[config.mk]
export PLATFORM = sky130hd
export DESIGN_NAME = irq_dispatch
export DESIGN_NICKNAME = d
export VERILOG_FILES = /design/src/rtl/irqd_pkg.sv /design/src/rtl/irqd_regdec.sv /design/src/rtl/irqd_maps.sv /design/src/rtl/irqd_ffs.sv /design/src/rtl/irq_dispatch.sv
export SDC_FILE = /design/constraint.sdc
export NUM_CORES = 1
export LEC_CHECK = 0
export BUFFER_PORTS_ARGS = -buffer_cell sky130_fd_sc_hd__buf_2
export CORE_MARGIN = 1.5
export CORE_UTILIZATION = 45
export DETAILED_ROUTE_END_ITERATION = 10
export GPL_TIMING_DRIVEN = 0
export HOLD_SLACK_MARGIN = 0.15
export MAX_ROUTING_LAYER = met4
export PLACE_DENSITY = 0.78
export SETUP_SLACK_MARGIN = 0.1
export SLEW_MARGIN = 15
export SYNTH_ARGS = -nofsm -noshare
export SYNTH_HDL_FRONTEND = slang
export SYNTH_HIERARCHICAL = 1
export SYNTH_SLANG_ARGS = --single-unit
[constraint.sdc]
create_clock -name clk -period 8.04 [get_ports clk]
set_clock_uncertainty 0.1 [all_clocks]
set_input_delay 2.412 -clock clk [delete_from_list [all_inputs] [get_ports clk]]
set_output_delay 2.412 -clock clk [all_outputs]
set_load 0.05 [all_outputs]
[src/rtl/irqd_pkg.sv]
package irqd_pkg;

   localparam int unsigned IDX_W = 5;

   typedef enum logic [2:0] {
      WIN_NONE,
      WIN_SLOT_MAP,
      WIN_OBD_MAP,
      WIN_ERR_MAP,
      WIN_SLOT_CLR,
      WIN_OBD_CLR
   } win_e;

   localparam logic [15:0] SLOT_MAP_LO = 16'h0C00;
   localparam logic [15:0] SLOT_MAP_HI = 16'h0C3F;
   localparam logic [15:0] OBD_MAP_LO  = 16'h1000;
   localparam logic [15:0] OBD_MAP_HI  = 16'h10FF;
   localparam logic [15:0] ERR_MAP_LO  = 16'h1100;
   localparam logic [15:0] ERR_MAP_HI  = 16'h110F;
   localparam logic [15:0] SLOT_CLR_LO = 16'h1400;
   localparam logic [15:0] SLOT_CLR_HI = 16'h14FF;
   localparam logic [15:0] OBD_CLR_LO  = 16'h1800;
   localparam logic [15:0] OBD_CLR_HI  = 16'h18FF;

   // fixed read-only low field of a slot group map
   function automatic int unsigned slot_map_ro(int unsigned grp, int unsigned gsz);
      return (32'h1F << 6) | (grp * gsz);
   endfunction

   // fixed read-only low field of an on-board map
   function automatic int unsigned obd_map_ro(int unsigned k);
      return ((32'h1F << 6) | 32'h20) + k;
   endfunction

   function automatic int unsigned err_map_ro();
      return (32'h1F << 6) | 32'h30;
   endfunction

endpackage

[src/rtl/irqd_regdec.sv]
module irqd_regdec
   import irqd_pkg::*;
#(
   parameter int unsigned ADDR_W = 16
) (
   input  logic [ADDR_W-1:0] addr,
   output win_e              win,
   output logic [IDX_W-1:0]  idx
);

   function automatic logic in_rng(logic [ADDR_W-1:0] a, logic [15:0] lo, logic [15:0] hi);
      return (a >= ADDR_W'(lo)) && (a <= ADDR_W'(hi));
   endfunction

   always_comb begin
      win = WIN_NONE;
      idx = '0;
      if (addr[2]) begin
         if (in_rng(addr, SLOT_MAP_LO, SLOT_MAP_HI)) begin
            win = WIN_SLOT_MAP;
            idx = IDX_W'(addr[5:3]);
         end else if (in_rng(addr, OBD_MAP_LO, OBD_MAP_HI)) begin
            win = WIN_OBD_MAP;
            idx = addr[7:3];
         end else if (in_rng(addr, ERR_MAP_LO, ERR_MAP_HI)) begin
            win = WIN_ERR_MAP;
            idx = IDX_W'(addr[3]);
         end else if (in_rng(addr, SLOT_CLR_LO, SLOT_CLR_HI)) begin
            win = WIN_SLOT_CLR;
            idx = IDX_W'(addr[7:5]);
         end else if (in_rng(addr, OBD_CLR_LO, OBD_CLR_HI)) begin
            win = WIN_OBD_CLR;
            idx = addr[7:3];
         end
      end
   end

endmodule

[src/rtl/irqd_maps.sv]
module irqd_maps
   import irqd_pkg::*;
#(
   parameter int unsigned N_GRP  = 8,
   parameter int unsigned GRP_SZ = 4,
   parameter int unsigned N_OBD  = 32,
   parameter int unsigned DATA_W = 32
) (
   input  logic              clk,
   input  logic              rst_n,
   input  logic              wr,
   input  win_e              win,
   input  logic [IDX_W-1:0]  idx,
   input  logic              en_wr,
   output logic [N_GRP-1:0]  grp_en,
   output logic [N_OBD-1:0]  obd_en,
   output logic [DATA_W-1:0] rdata
);

   localparam int unsigned LOW_W = DATA_W - 1;

   generate
      for (genvar g = 0; g < N_GRP; g++) begin : g_slot_en
         always_ff @(posedge clk) begin
            if (!rst_n)
               grp_en[g] <= 1'b0;
            else if (wr && win == WIN_SLOT_MAP && idx == IDX_W'(g))
               grp_en[g] <= en_wr;
         end
      end
      for (genvar k = 0; k < N_OBD; k++) begin : g_obd_en
         always_ff @(posedge clk) begin
            if (!rst_n)
               obd_en[k] <= 1'b0;
            else if (wr && win == WIN_OBD_MAP && idx == IDX_W'(k))
               obd_en[k] <= en_wr;
         end
      end
   endgenerate

   always_comb begin
      rdata = '0;
      unique case (win)
         WIN_SLOT_MAP:
            if (int'(idx) < N_GRP)
               rdata = {grp_en[idx], LOW_W'(slot_map_ro(int'(idx), GRP_SZ))};
         WIN_OBD_MAP:
            if (int'(idx) < N_OBD)
               rdata = {obd_en[idx], LOW_W'(obd_map_ro(int'(idx)))};
         WIN_ERR_MAP:
            rdata = {1'b0, LOW_W'(err_map_ro())};
         default:
            rdata = '0;
      endcase
   end

endmodule

[src/rtl/irqd_ffs.sv]
module irqd_ffs #(
   parameter int unsigned W     = 64,
   parameter int unsigned IDX_W = (W > 1) ? $clog2(W) : 1
) (
   input  logic [W-1:0]     vec,
   output logic             found,
   output logic [IDX_W-1:0] idx
);

   // lowest set bit wins
   always_comb begin
      found = 1'b0;
      idx   = '0;
      for (int i = W - 1; i >= 0; i--) begin
         if (vec[i]) begin
            found = 1'b1;
            idx   = IDX_W'(i);
         end
      end
   end

endmodule

[src/rtl/irq_dispatch.sv]
module irq_dispatch
   import irqd_pkg::*;
#(
   parameter int unsigned N_GRP  = 8,
   parameter int unsigned GRP_SZ = 4,
   parameter int unsigned N_OBD  = 32,
   parameter int unsigned ADDR_W = 16,
   parameter int unsigned DATA_W = 32
) (
   input  logic                           clk,
   input  logic                           rst_n,
   input  logic [N_GRP*GRP_SZ+N_OBD-1:0]  irq_in,
   input  logic                           reg_wr,
   input  logic [ADDR_W-1:0]              reg_addr,
   input  logic [DATA_W-1:0]              reg_wdata,
   output logic [DATA_W-1:0]              reg_rdata,
   output logic [N_GRP*GRP_SZ+N_OBD-1:0]  vec_out
);

   localparam int unsigned N_SLOT = N_GRP * GRP_SZ;
   localparam int unsigned N_IRQ  = N_SLOT + N_OBD;
   localparam int unsigned NUM_W  = $clog2(N_IRQ);
   localparam int unsigned SLOT_W = (N_SLOT > 1) ? $clog2(N_SLOT) : 1;
   localparam int unsigned OBD_W  = (N_OBD > 1) ? $clog2(N_OBD) : 1;
   localparam int unsigned GSH    = $clog2(GRP_SZ);

   generate
      if (GRP_SZ != (1 << GSH)) begin : g_bad_grp
         $error("GRP_SZ must be a power of two");
      end
      if (N_GRP > 8 || N_OBD > 32 || N_OBD < 2) begin : g_bad_cnt
         $error("group or on-board count does not fit the register windows");
      end
      if (ADDR_W < 16 || DATA_W < 12) begin : g_bad_w
         $error("address or data width too narrow");
      end
   endgenerate

   win_e              win;
   logic [IDX_W-1:0]  idx;
   logic [N_GRP-1:0]  pci_en_q;
   logic [N_OBD-1:0]  obd_en_q;
   logic [N_IRQ-1:0]  pend_q;
   logic [N_IRQ-1:0]  rise;
   logic [N_IRQ-1:0]  elig;
   logic [N_SLOT-1:0] rise_slot_ok;
   logic [N_OBD-1:0]  rise_obd_ok;
   logic              req_vld_q, req_vld_d;
   logic [NUM_W-1:0]  req_num_q, req_num_d;
   logic              rescan_q, rescan_d;
   logic              scan_hit, slot_hit, obd_hit;
   logic [NUM_W-1:0]  scan_num;
   logic [SLOT_W-1:0] slot_num;
   logic [OBD_W-1:0]  obd_num;
   logic [N_IRQ-1:0]  vec_d;
   logic              unused_wdata;

   assign unused_wdata = ^reg_wdata[DATA_W-2:0];

   irqd_regdec #(.ADDR_W(ADDR_W)) u_dec (
      .addr (reg_addr),
      .win  (win),
      .idx  (idx)
   );

   irqd_maps #(
      .N_GRP  (N_GRP),
      .GRP_SZ (GRP_SZ),
      .N_OBD  (N_OBD),
      .DATA_W (DATA_W)
   ) u_maps (
      .clk    (clk),
      .rst_n  (rst_n),
      .wr     (reg_wr),
      .win    (win),
      .idx    (idx),
      .en_wr  (reg_wdata[DATA_W-1]),
      .grp_en (pci_en_q),
      .obd_en (obd_en_q),
      .rdata  (reg_rdata)
   );

   assign rise = irq_in & ~pend_q;

   generate
      for (genvar s = 0; s < N_SLOT; s++) begin : g_slot_elig
         assign elig[s]         = pend_q[s] & pci_en_q[s / GRP_SZ];
         assign rise_slot_ok[s] = rise[s] & pci_en_q[s / GRP_SZ];
      end
      for (genvar k = 0; k < N_OBD; k++) begin : g_obd_elig
         assign elig[N_SLOT+k]  = pend_q[N_SLOT+k] & obd_en_q[k];
         assign rise_obd_ok[k]  = rise[N_SLOT+k] & obd_en_q[k];
      end
   endgenerate

   // full scan: slot lines occupy the low bits, so they win
   irqd_ffs #(.W(N_IRQ), .IDX_W(NUM_W)) u_scan (
      .vec   (elig),
      .found (scan_hit),
      .idx   (scan_num)
   );

   irqd_ffs #(.W(N_SLOT), .IDX_W(SLOT_W)) u_slot_rise (
      .vec   (rise_slot_ok),
      .found (slot_hit),
      .idx   (slot_num)
   );

   irqd_ffs #(.W(N_OBD), .IDX_W(OBD_W)) u_obd_rise (
      .vec   (rise_obd_ok),
      .found (obd_hit),
      .idx   (obd_num)
   );

   logic             req_is_slot;
   logic [NUM_W-1:0] req_grp;
   logic [NUM_W-1:0] req_obd;
   logic             slot_clr_hit, obd_clr_hit, obd_map_off_hit;

   assign req_is_slot     = req_num_q < NUM_W'(N_SLOT);
   assign req_grp         = req_num_q >> GSH;
   assign req_obd         = req_num_q - NUM_W'(N_SLOT);
   assign slot_clr_hit    = reg_wr && win == WIN_SLOT_CLR && req_vld_q && req_is_slot
                            && req_grp == NUM_W'(idx);
   assign obd_clr_hit     = reg_wr && win == WIN_OBD_CLR && req_vld_q && !req_is_slot
                            && req_obd == NUM_W'(idx);
   assign obd_map_off_hit = reg_wr && win == WIN_OBD_MAP && !reg_wdata[DATA_W-1]
                            && req_vld_q && !req_is_slot && req_obd == NUM_W'(idx);

   always_comb begin
      req_vld_d = req_vld_q;
      req_num_d = req_num_q;
      rescan_d  = 1'b0;
      if (rescan_q && !req_vld_q && scan_hit) begin
         req_vld_d = 1'b1;
         req_num_d = scan_num;
      end
      if (slot_clr_hit || obd_clr_hit) begin
         req_vld_d = 1'b0;
         rescan_d  = 1'b1;
      end
      if (obd_map_off_hit)
         req_vld_d = 1'b0;
      if (reg_wr && (win == WIN_SLOT_MAP || win == WIN_OBD_MAP))
         rescan_d = 1'b1;
      if (slot_hit) begin
         req_vld_d = 1'b1;
         req_num_d = NUM_W'(slot_num);
      end else if (obd_hit && !req_vld_d) begin
         req_vld_d = 1'b1;
         req_num_d = NUM_W'(obd_num) + NUM_W'(N_SLOT);
      end
   end

   always_comb begin
      vec_d = '0;
      if (req_vld_d)
         vec_d[req_num_d] = 1'b1;
   end

   always_ff @(posedge clk) begin
      if (!rst_n) begin
         pend_q    <= '0;
         req_vld_q <= 1'b0;
         req_num_q <= '0;
         rescan_q  <= 1'b0;
         vec_out   <= '0;
      end else begin
         pend_q    <= irq_in;
         req_vld_q <= req_vld_d;
         req_num_q <= req_num_d;
         rescan_q  <= rescan_d;
         vec_out   <= vec_d;
      end
   end

endmodule

==> impl_metrics.toml <==
[timing]
fin_crit_ps = 7835
report.final.hold_viol_count = 0
timing.final.max_slew_violations = 0
final_setup_violations = 0
totalNegativeSetupSlack_ps = 0
slew_headroom = 0.4034
max_freq_ghz = 0.1276
grt_setup_unrepaired = "yes"
min_period_over_period = 0.9745
worst_slew_pin_slew_ps = 886.7

[clock_network]
clock_insertion_delay_worst_skew_ps = 440
cts.sink_count = 176
clk_transition_reported_paths_ps = 70
tritoncts.num_buffers = 17
cts_tree = "done"
clock_root_buffer = "sky130_fd_sc_hd__clkbuf_16"
clockBufferDepth = 2
clock_tree.htree_level_count = 4

[worst_setup_path]
timing.critical_path.max_delay_family = "simple AND/OR/NAND/NOR gates"
worst_ep_required_ps = 5530
crit-reg2reg-launch = "u_maps/obd_en[16]"
crit_path_frequent_cell = "sky130_fd_sc_hd__buf_2"
crit_buf_inv = 3
ff2ff_path_depth = 11
timing.critical_path.slowest_cell_delay_ps = 570
setup.worst_path.start_class = "input port"
critPathKind = "input port to output port"
timing.critical_path.slowest_stage_cell = "sky130_fd_sc_hd__or4_4"
worst_ep_arrival_time_ps = 5320
worst_setup_slack_for_register_to_register_paths_ps = 3760
crit_path_end_kind = "output port"
crit_fanout = 10
crit_chain = "buf_2 > or4_4 > nor4_4 > a32oi_1 > nor2b_4 > clkbuf_4 > mux4_2 > o22ai_1 > a211o_1 > buf_2"
worstReg2RegEnd = "vec_out[33]"

[yosys]
syn-cell-area_mm2 = 0.009731
synthesized_instance_count = 1084
post_synthesis_cell_type_with_the_largest_combined_area = "sky130_fd_sc_hd__dfxtp_1"
count_of_different_cell_masters_after_synthesis = 89
synth_edf_count = 0
leading_post_synthesis_cells_by_instance_count = "sky130_fd_sc_hd__dfxtp_1, sky130_fd_sc_hd__and2_1, sky130_fd_sc_hd__nor4_1"
avgSynthCellArea_um2 = 8.977
synth-seq-area-share = 0.3621
synth_fa_ha_area_frac = 0
synth_flop_cell = "sky130_fd_sc_hd__dfxtp_1"
yosys_warning_count = 6
synth-xor-area-share = 0.009001
netlist_top_cells_area = "sky130_fd_sc_hd__dfxtp_1, sky130_fd_sc_hd__and2_1, sky130_fd_sc_hd__and3b_1"
combinational_family_with_the_most_area_after_synthesis = "simple AND/OR/NAND/NOR gates"
yosys_register_bits = 176
asyncSetResetFlopFracSynth = 0
yosysTopAreaCellShare = 0.3621
fraction_of_the_mapped_netlist_area_in_compound_gates = 0.1254
top_count_cell_post_synth = "sky130_fd_sc_hd__dfxtp_1"
synth.mux.area_fraction = 0.07226
yosys.area_share.simple = 0.3755

[drt]
drt_first_pass_iters = 5
route.final.wire_length_um = 27770
drt_iter0_drc = 632
vias = 9162
routed_via_density = 5.825
postRouteAntennaNets = 0
post-route-drc-count = 0
wl_per_cell_um = 17.65

[status]
status = "complete, no violations"

[final_layout]
nNetsFinal = 1398
area.sequential_mm2 = 0.003523
final_util = 0.5538
area.growth.synth_to_final_pct = 20.02
multi_input_comb_area_mm2 = 0.005789
layout.cell_area.non_filler_mm2 = 0.01168
fill_cells = 1899
layoutNonFillerInstCount = 1573
drive_gt1_frac = 0.2292

[place]
dpl_hpwl_um = 21200
port-buffer-count = 157
dp.cells = 1535
placed_cell_area_mm2 = 0.01095
gp_congestion = 1.002

[worst_hold_path]
number_of_cells_traversed_by_the_worst_hold_path = 2
hold_start = "u_maps/obd_en[15]"
min-delay-path-class = "flop to flop"
min_delay_worst_endpoint = "u_maps/obd_en[15]"

[floorplan]
effective_utilization_at_floorplan = 0.4614
die_area_mm2 = 0.02252
placement_rows = 53
die_width_um = 150.1
die-height_um = 150.1
total_core_area_mm2 = 0.02109
num_io_pins = 211

[power]
peakVddDrop_mv = 0.1171
powerDensity_mw_per_mm2 = 162.2
power.static_leakage_nw = 5.150
total_power_w = 0.001894

[global_route]
globalRouteOverflowTotal = 0
grt_pass1_wl_um = 43100
grt.total_usage = 0.2499
grt_antenna_before_repair = 1
grt_max_degree = 21
grt_pass1_vias = 8368

[run]
cap_viol_max_count = 0
-- layout by cell type, fill, tap and decap left out, types with 17 or more instances in the layout --
| master | count |
|---|---|
| sky130_fd_sc_hd__dfxtp_1 | 176 |
| sky130_fd_sc_hd__nor2b_1 | 42 |
| sky130_fd_sc_hd__clkbuf_1 | 36 |
| sky130_fd_sc_hd__a21oi_1 | 35 |
| sky130_fd_sc_hd__mux2i_1 | 50 |
| sky130_fd_sc_hd__nand2_1 | 26 |
| sky130_fd_sc_hd__nor4_1 | 76 |
| sky130_fd_sc_hd__nor2_1 | 68 |
| sky130_fd_sc_hd__buf_2 | 170 |
| sky130_fd_sc_hd__nand4_1 | 21 |
| sky130_fd_sc_hd__buf_4 | 30 |
| sky130_fd_sc_hd__conb_1 | 20 |
| sky130_fd_sc_hd__and2_1 | 133 |
| sky130_fd_sc_hd__nand3_1 | 23 |
| sky130_fd_sc_hd__and3b_1 | 66 |
| sky130_fd_sc_hd__nor3_1 | 23 |
| sky130_fd_sc_hd__clkbuf_16 | 17 |
| sky130_fd_sc_hd__inv_1 | 25 |
-- layer usage --
| layer | vias up | track usage | wire (µm) | part of all wire |
|---|---|---|---|---|
| met5 | - | - | 0 | 0 |
| met4 | 0 | 0.06569 | 518 | 0.019 |
| met3 | 53 | 0.04695 | 2071 | 0.075 |
| met2 | 418 | 0.4179 | 13270 | 0.48 |
| met1 | 4295 | 0.3083 | 11910 | 0.43 |
| li1 | 4396 | - | - | - |
-- report_power, final --
| group | switching, W | internal [W] | total, W |
|---|---|---|---|
| combinational | 0.0000573 | 0.0000406 | 0.0000979 |
| sequential | 0.00000743 | 0.000888 | 0.000896 |
| clock | 0.000413 | 0.000488 | 0.000900 |
| total | 0.000477 | 0.00142 | 0.00189 |
-- worst reg2reg max path, stage by stage (launching register included) --
cell                       delay, ps
sky130_fd_sc_hd__dfxtp_1         370
sky130_fd_sc_hd__and2_1          220
sky130_fd_sc_hd__nor4_1          790
sky130_fd_sc_hd__nand3_1         270
sky130_fd_sc_hd__nor2_1          210
sky130_fd_sc_hd__nand2_1         100
sky130_fd_sc_hd__nand3b_1         90
sky130_fd_sc_hd__clkbuf_1        400
sky130_fd_sc_hd__mux2_2          440
sky130_fd_sc_hd__nor4_1          420
sky130_fd_sc_hd__o221ai_1        460
sky130_fd_sc_hd__nor4_1          310
-- cell families (layout without fill, tap and decap cells) --
| logic type | after synthesis | after routing |
|---|---|---|
| muxes | 60 | 60 |
| DFF | 176 | 176 |
| xor gates and xnor gates | 10 | 10 |
| buffers and inverters | 109 | 302 |
| and+or+nand+nor | 566 | 566 |
| AOI/OAI and AO/OA | 162 | 162 |
| other | 1 | 22 |
-- sequential cells by signal (all words and copies together) (netlist names) --
register / cells
u_maps/obd_en: 32
req_num_q: 6
pend_q: 64
req_vld_q: 1
u_maps/grp_en: 8
rescan_q: 1
vec_out: 64
-- worst max-delay path by stage --
stage | startpoint | endpoint | slack (ps) | cells past startpoint
floorplan | reg_addr[15] | reg_rdata[10] | 120 | 7
global placement | reg_addr[15] | reg_rdata[31] | -300 | 11
detailed placement | reg_addr[15] | reg_rdata[31] | -260 | 11
CTS | reg_addr[15] | reg_rdata[31] | 110 | 10
global route | reg_addr[15] | reg_rdata[31] | 80 | 11
finish | reg_addr[15] | reg_rdata[31] | 200 | 10
-- cell type report --
cell class              instances  area share
repair buffers                161     0.06985
flip-flops and latches        176      0.3017
diodes                          2   0.0004285
plain buffers                  83     0.03825
inverters                      26    0.008357
clock inverters                15     0.01982
multi-input cells             818      0.4957
well taps                     275     0.02946
clock buffers                  17     0.03643
-- metrics by stage --
step | hold slack (ps) | setup slack [ps]
after global placement | 435.8 | -299.2
after floorplan | 410.3 | 119.8
final | 464.7 | 204.7
after detailed placement | 451.3 | -257.4
after global routing | 478.1 | 84.12
after CTS | 466.6 | 107.5
-- repair_timing --
item / CTS / global route
hold endpoints to repair: 0 / 0
setup endpoints to repair: 2 / 2
buffers inserted: 2 / 2
resized for setup: 5 / 7
hold buffers: 0 / 0
pin swaps: 1 / 0
Note: power is estimated with default switching activity, not from simulation.
